### src/rtl/ijc_pkg.sv
package ijc_pkg;

  localparam logic [15:0] OP_FAM_MASK = 16'hFEEF;
  localparam logic [15:0] OP_FAM_BASE = 16'h9409;
  localparam logic [15:0] OP_RETURN   = 16'h9508;
  localparam int          XSEL_BIT    = 4;
  localparam int          CALL_BIT    = 8;

  typedef enum logic [2:0] {
    ST_IDLE,
    ST_JMP_END,
    ST_PUSH_LO,
    ST_PUSH_HI,
    ST_POP_HI,
    ST_POP_LO,
    ST_RET_END,
    ST_BAD_END
  } ijc_state_e;

  typedef struct packed {
    logic xfer;
    logic wide;
    logic call;
    logic ret;
    logic bad;
  } ijc_dec_t;

  function automatic logic [2:0] cost_of(ijc_state_e s);
    case (s)
      ST_JMP_END: return 3'd2;
      ST_BAD_END: return 3'd2;
      ST_PUSH_HI: return 3'd3;
      ST_RET_END: return 3'd4;
      default:    return 3'd0;
    endcase
  endfunction

endpackage

### src/rtl/ijc_decode.sv
module ijc_decode #(
  parameter bit HAS_EXT = 1'b1
) (
  input  logic [15:0]       op_i,
  output ijc_pkg::ijc_dec_t dec_o
);
  import ijc_pkg::*;

  logic fam;
  logic is_ret;
  logic wide_rej;

  always_comb begin
    fam      = (op_i & OP_FAM_MASK) == OP_FAM_BASE;
    is_ret   = op_i == OP_RETURN;
    wide_rej = fam && op_i[XSEL_BIT] && !HAS_EXT;
    dec_o.xfer = fam && !wide_rej;
    dec_o.wide = fam && op_i[XSEL_BIT];
    dec_o.call = fam && op_i[CALL_BIT] && !wide_rej;
    dec_o.ret  = is_ret;
    dec_o.bad  = !(fam || is_ret) || wide_rej;
  end

endmodule

### src/rtl/ijc_target.sv
module ijc_target #(
  parameter int PC_W    = 24,
  parameter bit HAS_EXT = 1'b1
) (
  input  logic [15:0]     z_i,
  input  logic [7:0]      ext_i,
  input  logic            wide_i,
  output logic [PC_W-1:0] tgt_o
);
  localparam int HI_W = PC_W - 16;

  generate
    if (HI_W > 0 && HAS_EXT) begin : g_wide
      logic [HI_W-1:0] hi;
      assign hi    = wide_i ? ext_i[HI_W-1:0] : '0;
      assign tgt_o = {hi, z_i};
    end else if (HI_W > 0) begin : g_zext
      logic unused_ext;
      assign unused_ext = ^{ext_i, wide_i};
      assign tgt_o = {{HI_W{1'b0}}, z_i};
    end else begin : g_narrow
      logic unused_ext;
      assign unused_ext = ^{ext_i, wide_i};
      assign tgt_o = z_i[PC_W-1:0];
    end
  endgenerate

endmodule

### src/rtl/ijc_sp.sv
module ijc_sp #(
  parameter int SP_W = 16
) (
  input  logic            clk_i,
  input  logic            rst_ni,
  input  logic            load_i,
  input  logic [SP_W-1:0] load_val_i,
  input  logic            dec_i,
  input  logic            inc_i,
  output logic [SP_W-1:0] sp_q_o,
  output logic [SP_W-1:0] sp_d_o
);
  logic [SP_W-1:0] sp_q;

  always_comb begin
    sp_d_o = sp_q;
    if (load_i)     sp_d_o = load_val_i;
    else if (dec_i) sp_d_o = sp_q - 1'b1;
    else if (inc_i) sp_d_o = sp_q + 1'b1;
  end

  always_ff @(posedge clk_i or negedge rst_ni) begin
    if (!rst_ni) sp_q <= '0;
    else         sp_q <= sp_d_o;
  end

  assign sp_q_o = sp_q;

endmodule

### src/rtl/ijc_seq.sv
module ijc_seq (
  input  logic                clk_i,
  input  logic                rst_ni,
  input  logic                start_i,
  input  ijc_pkg::ijc_dec_t   dec_i,
  output ijc_pkg::ijc_state_e state_o,
  output logic                accept_o
);
  import ijc_pkg::*;

  ijc_state_e state_q, state_d;

  assign accept_o = start_i && (state_q == ST_IDLE);

  always_comb begin
    state_d = state_q;
    case (state_q)
      ST_IDLE: if (start_i) begin
        if (dec_i.bad)       state_d = ST_BAD_END;
        else if (dec_i.ret)  state_d = ST_POP_HI;
        else if (dec_i.call) state_d = ST_PUSH_LO;
        else                 state_d = ST_JMP_END;
      end
      ST_PUSH_LO: state_d = ST_PUSH_HI;
      ST_POP_HI:  state_d = ST_POP_LO;
      ST_POP_LO:  state_d = ST_RET_END;
      default:    state_d = ST_IDLE;
    endcase
  end

  always_ff @(posedge clk_i or negedge rst_ni) begin
    if (!rst_ni) state_q <= ST_IDLE;
    else         state_q <= state_d;
  end

  assign state_o = state_q;

endmodule

### src/rtl/ijc_unit.sv
module ijc_unit #(
  parameter int PC_W    = 24,
  parameter int SP_W    = 16,
  parameter bit HAS_EXT = 1'b1
) (
  input  logic            clk_i,
  input  logic            rst_ni,
  input  logic            start_i,
  input  logic [15:0]     op_i,
  input  logic [15:0]     z_i,
  input  logic [7:0]      ext_i,
  input  logic [PC_W-1:0] pc_i,
  input  logic [SP_W-1:0] sp_i,
  input  logic [7:0]      mem_rdata_i,
  output logic            mem_we_o,
  output logic            mem_re_o,
  output logic [SP_W-1:0] mem_addr_o,
  output logic [7:0]      mem_wdata_o,
  output logic            done_o,
  output logic            busy_o,
  output logic            bad_op_o,
  output logic [PC_W-1:0] next_pc_o,
  output logic [SP_W-1:0] sp_o,
  output logic [2:0]      cycles_o
);
  import ijc_pkg::*;

  localparam int RA_W = 16;

  ijc_dec_t        dec;
  ijc_state_e      state;
  logic            accept;
  logic [PC_W-1:0] tgt;
  logic [PC_W-1:0] pc_inc;
  logic [PC_W-1:0] npc_q;
  logic [RA_W-1:0] ra_q;
  logic [SP_W-1:0] sp_q, sp_d;
  logic            in_push, in_pop;

  ijc_decode #(.HAS_EXT(HAS_EXT)) u_dec (
    .op_i  (op_i),
    .dec_o (dec)
  );

  ijc_target #(.PC_W(PC_W), .HAS_EXT(HAS_EXT)) u_tgt (
    .z_i    (z_i),
    .ext_i  (ext_i),
    .wide_i (dec.wide),
    .tgt_o  (tgt)
  );

  ijc_seq u_seq (
    .clk_i    (clk_i),
    .rst_ni   (rst_ni),
    .start_i  (start_i),
    .dec_i    (dec),
    .state_o  (state),
    .accept_o (accept)
  );

  assign in_push = (state == ST_PUSH_LO) || (state == ST_PUSH_HI);
  assign in_pop  = (state == ST_POP_HI)  || (state == ST_POP_LO);

  ijc_sp #(.SP_W(SP_W)) u_sp (
    .clk_i      (clk_i),
    .rst_ni     (rst_ni),
    .load_i     (accept),
    .load_val_i (sp_i),
    .dec_i      (in_push),
    .inc_i      (in_pop),
    .sp_q_o     (sp_q),
    .sp_d_o     (sp_d)
  );

  assign pc_inc = pc_i + 1'b1;

  // npc_q: target for transfers, pc+1 for rejects, assembled bytes for returns
  always_ff @(posedge clk_i or negedge rst_ni) begin
    if (!rst_ni) begin
      npc_q <= '0;
      ra_q  <= '0;
    end else if (accept) begin
      ra_q <= pc_inc[RA_W-1:0];
      if (dec.bad)      npc_q <= pc_inc;
      else if (dec.ret) npc_q <= '0;
      else              npc_q <= tgt;
    end else if (state == ST_POP_HI) begin
      npc_q[15:8] <= mem_rdata_i;
    end else if (state == ST_POP_LO) begin
      npc_q[7:0] <= mem_rdata_i;
    end
  end

  always_comb begin
    mem_we_o    = in_push;
    mem_re_o    = in_pop;
    mem_addr_o  = '0;
    mem_wdata_o = '0;
    if (in_push) mem_addr_o = sp_q;
    if (in_pop)  mem_addr_o = sp_q + 1'b1;
    if (state == ST_PUSH_LO) mem_wdata_o = ra_q[7:0];
    if (state == ST_PUSH_HI) mem_wdata_o = ra_q[15:8];
  end

  assign done_o    = (state == ST_JMP_END) || (state == ST_PUSH_HI) ||
                     (state == ST_RET_END) || (state == ST_BAD_END);
  assign busy_o    = state != ST_IDLE;
  assign bad_op_o  = state == ST_BAD_END;
  assign next_pc_o = done_o ? npc_q : '0;
  assign sp_o      = sp_d;
  assign cycles_o  = cost_of(state);

endmodule

### config.mk
export PLATFORM = sky130hd
export DESIGN_NAME = ijc_unit
export DESIGN_NICKNAME = d
export VERILOG_FILES = /design/src/rtl/ijc_pkg.sv /design/src/rtl/ijc_decode.sv /design/src/rtl/ijc_target.sv /design/src/rtl/ijc_sp.sv /design/src/rtl/ijc_seq.sv /design/src/rtl/ijc_unit.sv
export SDC_FILE = /design/constraint.sdc
export NUM_CORES = 1
export LEC_CHECK = 0
export ABC_AREA = 1
export BUFFER_PORTS_ARGS = -buffer_cell sky130_fd_sc_hd__buf_2
export CORE_MARGIN = 5
export CORE_UTILIZATION = 45
export CTS_CLUSTER_DIAMETER = 200
export CTS_CLUSTER_SIZE = 40
export DETAILED_ROUTE_END_ITERATION = 16
export PLACE_DENSITY = 0.72
export SYNTH_ARGS = -nofsm -noshare
export SYNTH_HDL_FRONTEND = slang
export SYNTH_SLANG_ARGS = --single-unit
### constraint.sdc
create_clock -name clk_i -period 2.1 [get_ports clk_i]
set_input_delay 0.42 -clock clk_i [delete_from_list [all_inputs] [get_ports clk_i]]
set_output_delay 0.42 -clock clk_i [all_outputs]
set_load 0.05 [all_outputs]
* Word level (Yosys, flattened, before mapping)
Cells that the tools add are included.
Operators by class: reductions and logical operators 15, multiply operators 0, multiplexer cells 21, bitwise logic cells 0, divide/modulo/power cells 0, shift-type cells 0, equal/unequal tests 11, magnitude comparators 0, add/subtract/negate cells 3
Operators with widths (count):
- $mux 16 | 6
- $mux 24 | 3
- $mux 8 | 6
- $add 24x1->24 const B | 1
- $add 16x1->16 const B | 1
- $eq 16x16->1 const B | 1
- $sub 16x1->16 const B | 1
- $eq 14x14->1 const B | 1
- $eq 3x3->1 const B | 4
- $pmux 3 s4 | 1
- $mux 3 | 3
- $pmux 3 s3 | 1
- $eq 3x2->1 const B | 2
- $logic_or 1x1->1 | 6
- $ne 2x2->1 const B | 2
- $reduce_bool 2->1 | 2
- $eq 3x1->1 const B | 1
- $logic_and 1x1->1 | 3
- $logic_not 3->1 | 1
- $reduce_bool 3->1 | 1
- $mux 2 | 1
- $reduce_and 2->1 | 1
- $reduce_or 2->1 | 1
Word-level totals: output and inout bits 72, register bits after elaboration 59, logic and storage cells 56, bits in writable memories 0, input port bits 91, bits in latches 0, memories 0, memory bits (read-only) 0

* Longest topological paths before layout
word-level depth 7, mapped depth 12, depth with buffers taken out 12

* Cells and area by module
From an unflattened synthesis, not the netlist that was laid out.
Unflattened totals: cells, all modules 838, area total of the unflattened synthesis 5099.9 um2
By module, submodules not included:
- ijc_unit | sequential area each 1001.0 um2, cells an instance 543, area each 3363.2 um2, times used 1
- ijc_sp | sequential area each 400.4 um2, cells an instance 201, area each 1219.9 um2, times used 1
- ijc_seq | sequential area each 75.1 um2, cells an instance 31, area each 197.7 um2, times used 1
- ijc_target | sequential area each 0.0 um2, cells an instance 33, area each 185.2 um2, times used 1
- ijc_decode | sequential area each 0.0 um2, cells an instance 30, area each 133.9 um2, times used 1

* Worst setup path after synthesis
OpenSTA, ideal clock, no wires.
kind register -> output, start reg u_seq.state_q[2], in the netlist u_seq.state_o[2], end out sp_o[2], slack -0.725 ns, arrival 2.405 ns, data required time 1.680 ns, cell stages (with the launch flop) 7, cell sequence dfrtp_1 -> inv_1 -> nand3_2 -> nand2_2 -> buf_4 -> o21ai_0 -> o21ai_0
RTL lines:
- from (decl) | RTL line ijc_seq.sv:11 | ijc_state_e state_q, state_d;
- from (signal assigned) | RTL line ijc_seq.sv:33 | else state_q <= state_d;
- $eq 3x2->1 | RTL line ijc_unit.sv:61 | assign in_push = (state == ST_PUSH_LO) || (state == ST_PUSH_HI);
- $logic_or 1x1->1 (*) | RTL line ijc_unit.sv:61
- net mem_we_o | RTL line ijc_unit.sv:15 | output logic mem_we_o,
- $mux 16 (*) | RTL line ijc_sp.sv:18 | else if (dec_i) sp_d_o = sp_q - 1'b1;
- $mux 16 (*) | RTL line ijc_sp.sv:17 | if (load_i) sp_d_o = load_val_i;
- to (decl) | RTL line ijc_unit.sv:23 | output logic [SP_W-1:0] sp_o,
Mark *: on every way through the listed nets, which the timed path passes. The rest lies on a longest branch.

* Worst setup path in the final report
start reg u_sp.sp_q[1], in the netlist u_sp.sp_q_o[1], end out sp_o[14]
On the way: word-level cells in the longest chain between the ends 4
Ends and longest elaborated chain:
- from (decl) | RTL line ijc_sp.sv:13 | logic [SP_W-1:0] sp_q;
- from (signal assigned) | RTL line ijc_sp.sv:24 | else sp_q <= sp_d_o;
- $add 16x1->16 | RTL line ijc_sp.sv:19 | else if (inc_i) sp_d_o = sp_q + 1'b1;
- $mux 16 | RTL line ijc_sp.sv:19
- $mux 16 (*) | RTL line ijc_sp.sv:18
- $mux 16 (*) | RTL line ijc_sp.sv:17
Every way passes the cells marked *; elsewhere a longest branch is shown, timed or not.

==> summary.md <==
| Metric | Value |
|---|---|
| Status | finished, violations left |
| Failing checks | setup timing |
| Fin. Hold Viols | 0 |
| Yosys top cell area share | 29.9% |
| Crit path DAT | 2420 ps |
| Critical path capture point type | output pin |
| Post-DP HPWL | 14100 um |
| Pin count of the biggest net entering global routing | 60 |
| Placed Instances | ~1.2k |
| Post-Syn Nets | 901 |
| Max Transition Viols Final | 0 |
| Layout Nets | roughly 1.2k |
| Antenna violations before repair | 1 |
| Syn_area_per_cell | 6.11 um^2 |
| Total track usage | 32.0% |
| WP data required | approximately 1700 ps |
| Post-synth ARST share | 100% |
| Clock transition at path regs | 90 ps |
| Core Util, Final | 84.1% |
| Row count | 38 |
| WL final | 26500 um |
| Commonest non-fill, non-tap cells in the layout | nand2_1, buf_4, inv_1, buf_2, nor2_1 |
| I/O Pins | 163 |
| Worst Clk Skew | 16.4 ps |
| Synth Instances | 807 |
| Fmax | 352 MHz |
| Post-route ant nets | 0 |
| Post-synth top area cell | dfrtp_1 |
| Clk_lat worst skew | 380 ps |
| Iteration-0 DRC count of the detailed router | 779 |
| Grt total ovfl | 0 |
| Yosys warnings | 0 |
| Minimum clock period | 2840 ps |
| First-pass GRT wire length | 32800 um |
| Vias in the first global route | 6487 |
| CTS Buffer Depth | 2 |
| CTS buffer count | 9 |
| Synth cell types | between 40 and 50 |
| Hold Crit Class | input pin to asynchronous set/reset pin |
| Slew @ Worst Pin | 498 ps |
| Final instance count without filler cells | 1261 |
| Die height | about 110 um |
| Post-route setup slack | -740 ps |
| Register bit count reported by yosys | 59 |
| Die area | approximately 0.013 mm^2 |
| CTS tree | built |
| Starting Density | 45.7% |
| Setup TNS | -17820 ps |
| Area Growth Syn to Fin | 84.2% |
| Total of max-cap violations | 0 |
| Ys flop type | dfrtp_1 |
| Die outline width | 115 um |
| Period utilization | 135% |
| Synthesized cell area | around 0.005 mm^2 |
| Number of remaining DRC errors | 0 |
| Setup Crit Path Kind | flip-flop to output pin |
| CTS root buf | clkbuf_8 |
| H-tree depth | 3 |
| CTS Sinks | between 50 and 60 |
| Max FO, Critical Path | 4 |
| Layout cells sized above 1 | between 40% and 50% |
| Slew margin rel. | 66.8% |
| Most common cell after layout, fill and taps aside | nand2_1 |
| Gp weighted congestion | 0.939 |
| Via density | about 6 |
| Final setup fails | 66 |
| Core area | between 0.01 and 0.015 mm^2 |
| Area contributors post-synth | dfrtp_1, nand2_1, nor2_1 |
| WL per Instance | 21.0 um |
| Startpoint types | flip-flop |
| Post-synth EDFFs | 0 |
| Routed via count | between 7k and 8k |
| I/O Buffers | around 160 |
| First-pass DRT Iterations | 5 |
| Setup WS pre-CTS | -164 ps |
| RSZ-0062 raised after global routing | true |
| Post-synthesis sequential area ratio | 29.9% |
==> cell type report <==
cell class,instances,area [um^2]
multi-input cells,605,3870
repair buffers,318,2820
fillers,653,1710
flip-flops and latches,59,1500
inverters,121,498
well taps,140,175
clock buffers,11,151
clock inverters,4,50.0
repair inverters,2,23.8
diodes,1,2.50
==> Yosys cell counts (4+ instances only) <==
library cell and n:
nor2_1 117, nand3_1 75, xor2_1 6, nand2_2 4, buf_2 12, a21boi_0 5, nor2_2 6, inv_1 114
nand2_1 228, inv_2 5, a21oi_1 31, o21bai_1 5, a22oi_1 4, nand4_1 9, o211ai_1 5, o22ai_1 11
dfrtp_1 59, nor2_4 6, nor3_1 8, o21ai_0 58, o21ai_1 5, buf_6 4
==> metal layers <==
layer / wire length (um) / vias up / share of wire (%) / global-route usage, %
li1: - / 3198 / - / -
met2: 12700 / 574 / 48 / 56.0
met4: 2200 / 0 / 8.3 / 17.5
met1: 8910 / 3417 / 34 / 36.1
met5: 0 / - / 0 / 0
met3: 2630 / 193 / 9.9 / 6.66
==> kinds of logic (layout without fill, tap and decap cells) <==
group	count (synthesis)	count (layout)	share of synthesized area (%)
xor+xnor	6	6	1.07
buf+inv	143	456	12.5
fa+ha+maj	3	3	0.761
simple gates	463	463	40.4
other cells	0	1	0
flops	59	59	29.9
compound gates	133	133	15.3
==> worst paths after layout <==
path / from / to / slack (ps) / cells after the start
setup / recovery: u_sp.sp_q_o[1] / sp_o[14] / -740 / 11
hold / removal: rst_ni / u_sp.sp_q_o[5] / 9 / 2
setup reg to reg: u_sp.sp_q_o[1] / u_sp.sp_q_o[14] / -160 / 13
hold reg to reg: npc_q[7] / npc_q[7] / 520 / 2
max in group asynchronous: rst_ni / u_sp.sp_q_o[12] / 1720 / 2
min in group clk_i: z_i[9] / npc_q[9] / 270 / 3
==> sequential cells by signal (all words and copies together) (netlist names) <==
signal	flops
npc_q	24
ra_q	16
u_sp.sp_q_o	16
u_seq.state_o	3
==> through the flow <==
| step | cell area [um^2] | hold WS [ps] |
|---|---|---|
| after detailed placement | 6880 | 454 |
| after floorplan | 5320 | 124 |
| final | 9080 | 9.11 |
| after CTS | 8360 | 72.1 |
| after global placement | 6880 | 454 |
| after global routing | 9080 | 47.5 |
==> worst max-delay path: stages, from the launching register on <==
cell and delay [ps]:
dfrtp_2 470, ha_4 190, nand2_4 80, nor3_4 330, buf_6 190, nand2_4 50
o21ai_2 200, nand2_2 120, nand2_2 80, nand3_2 70, nand2_2 100, buf_8 150
==> timing repair <==
item | in CTS | in global routing
resized for setup | 281 | 118
hold buffers | 0 | 0
endpoints found under the setup margin | 59 | 72
cloned | 2 | 4
endpoints found under the hold margin | 0 | 0
pin swaps | 48 | 40
buffers inserted | 41 | 28
Power is not shown: default switching activity piles up to over one toggle a cycle in this logic, so the estimate is an artifact.
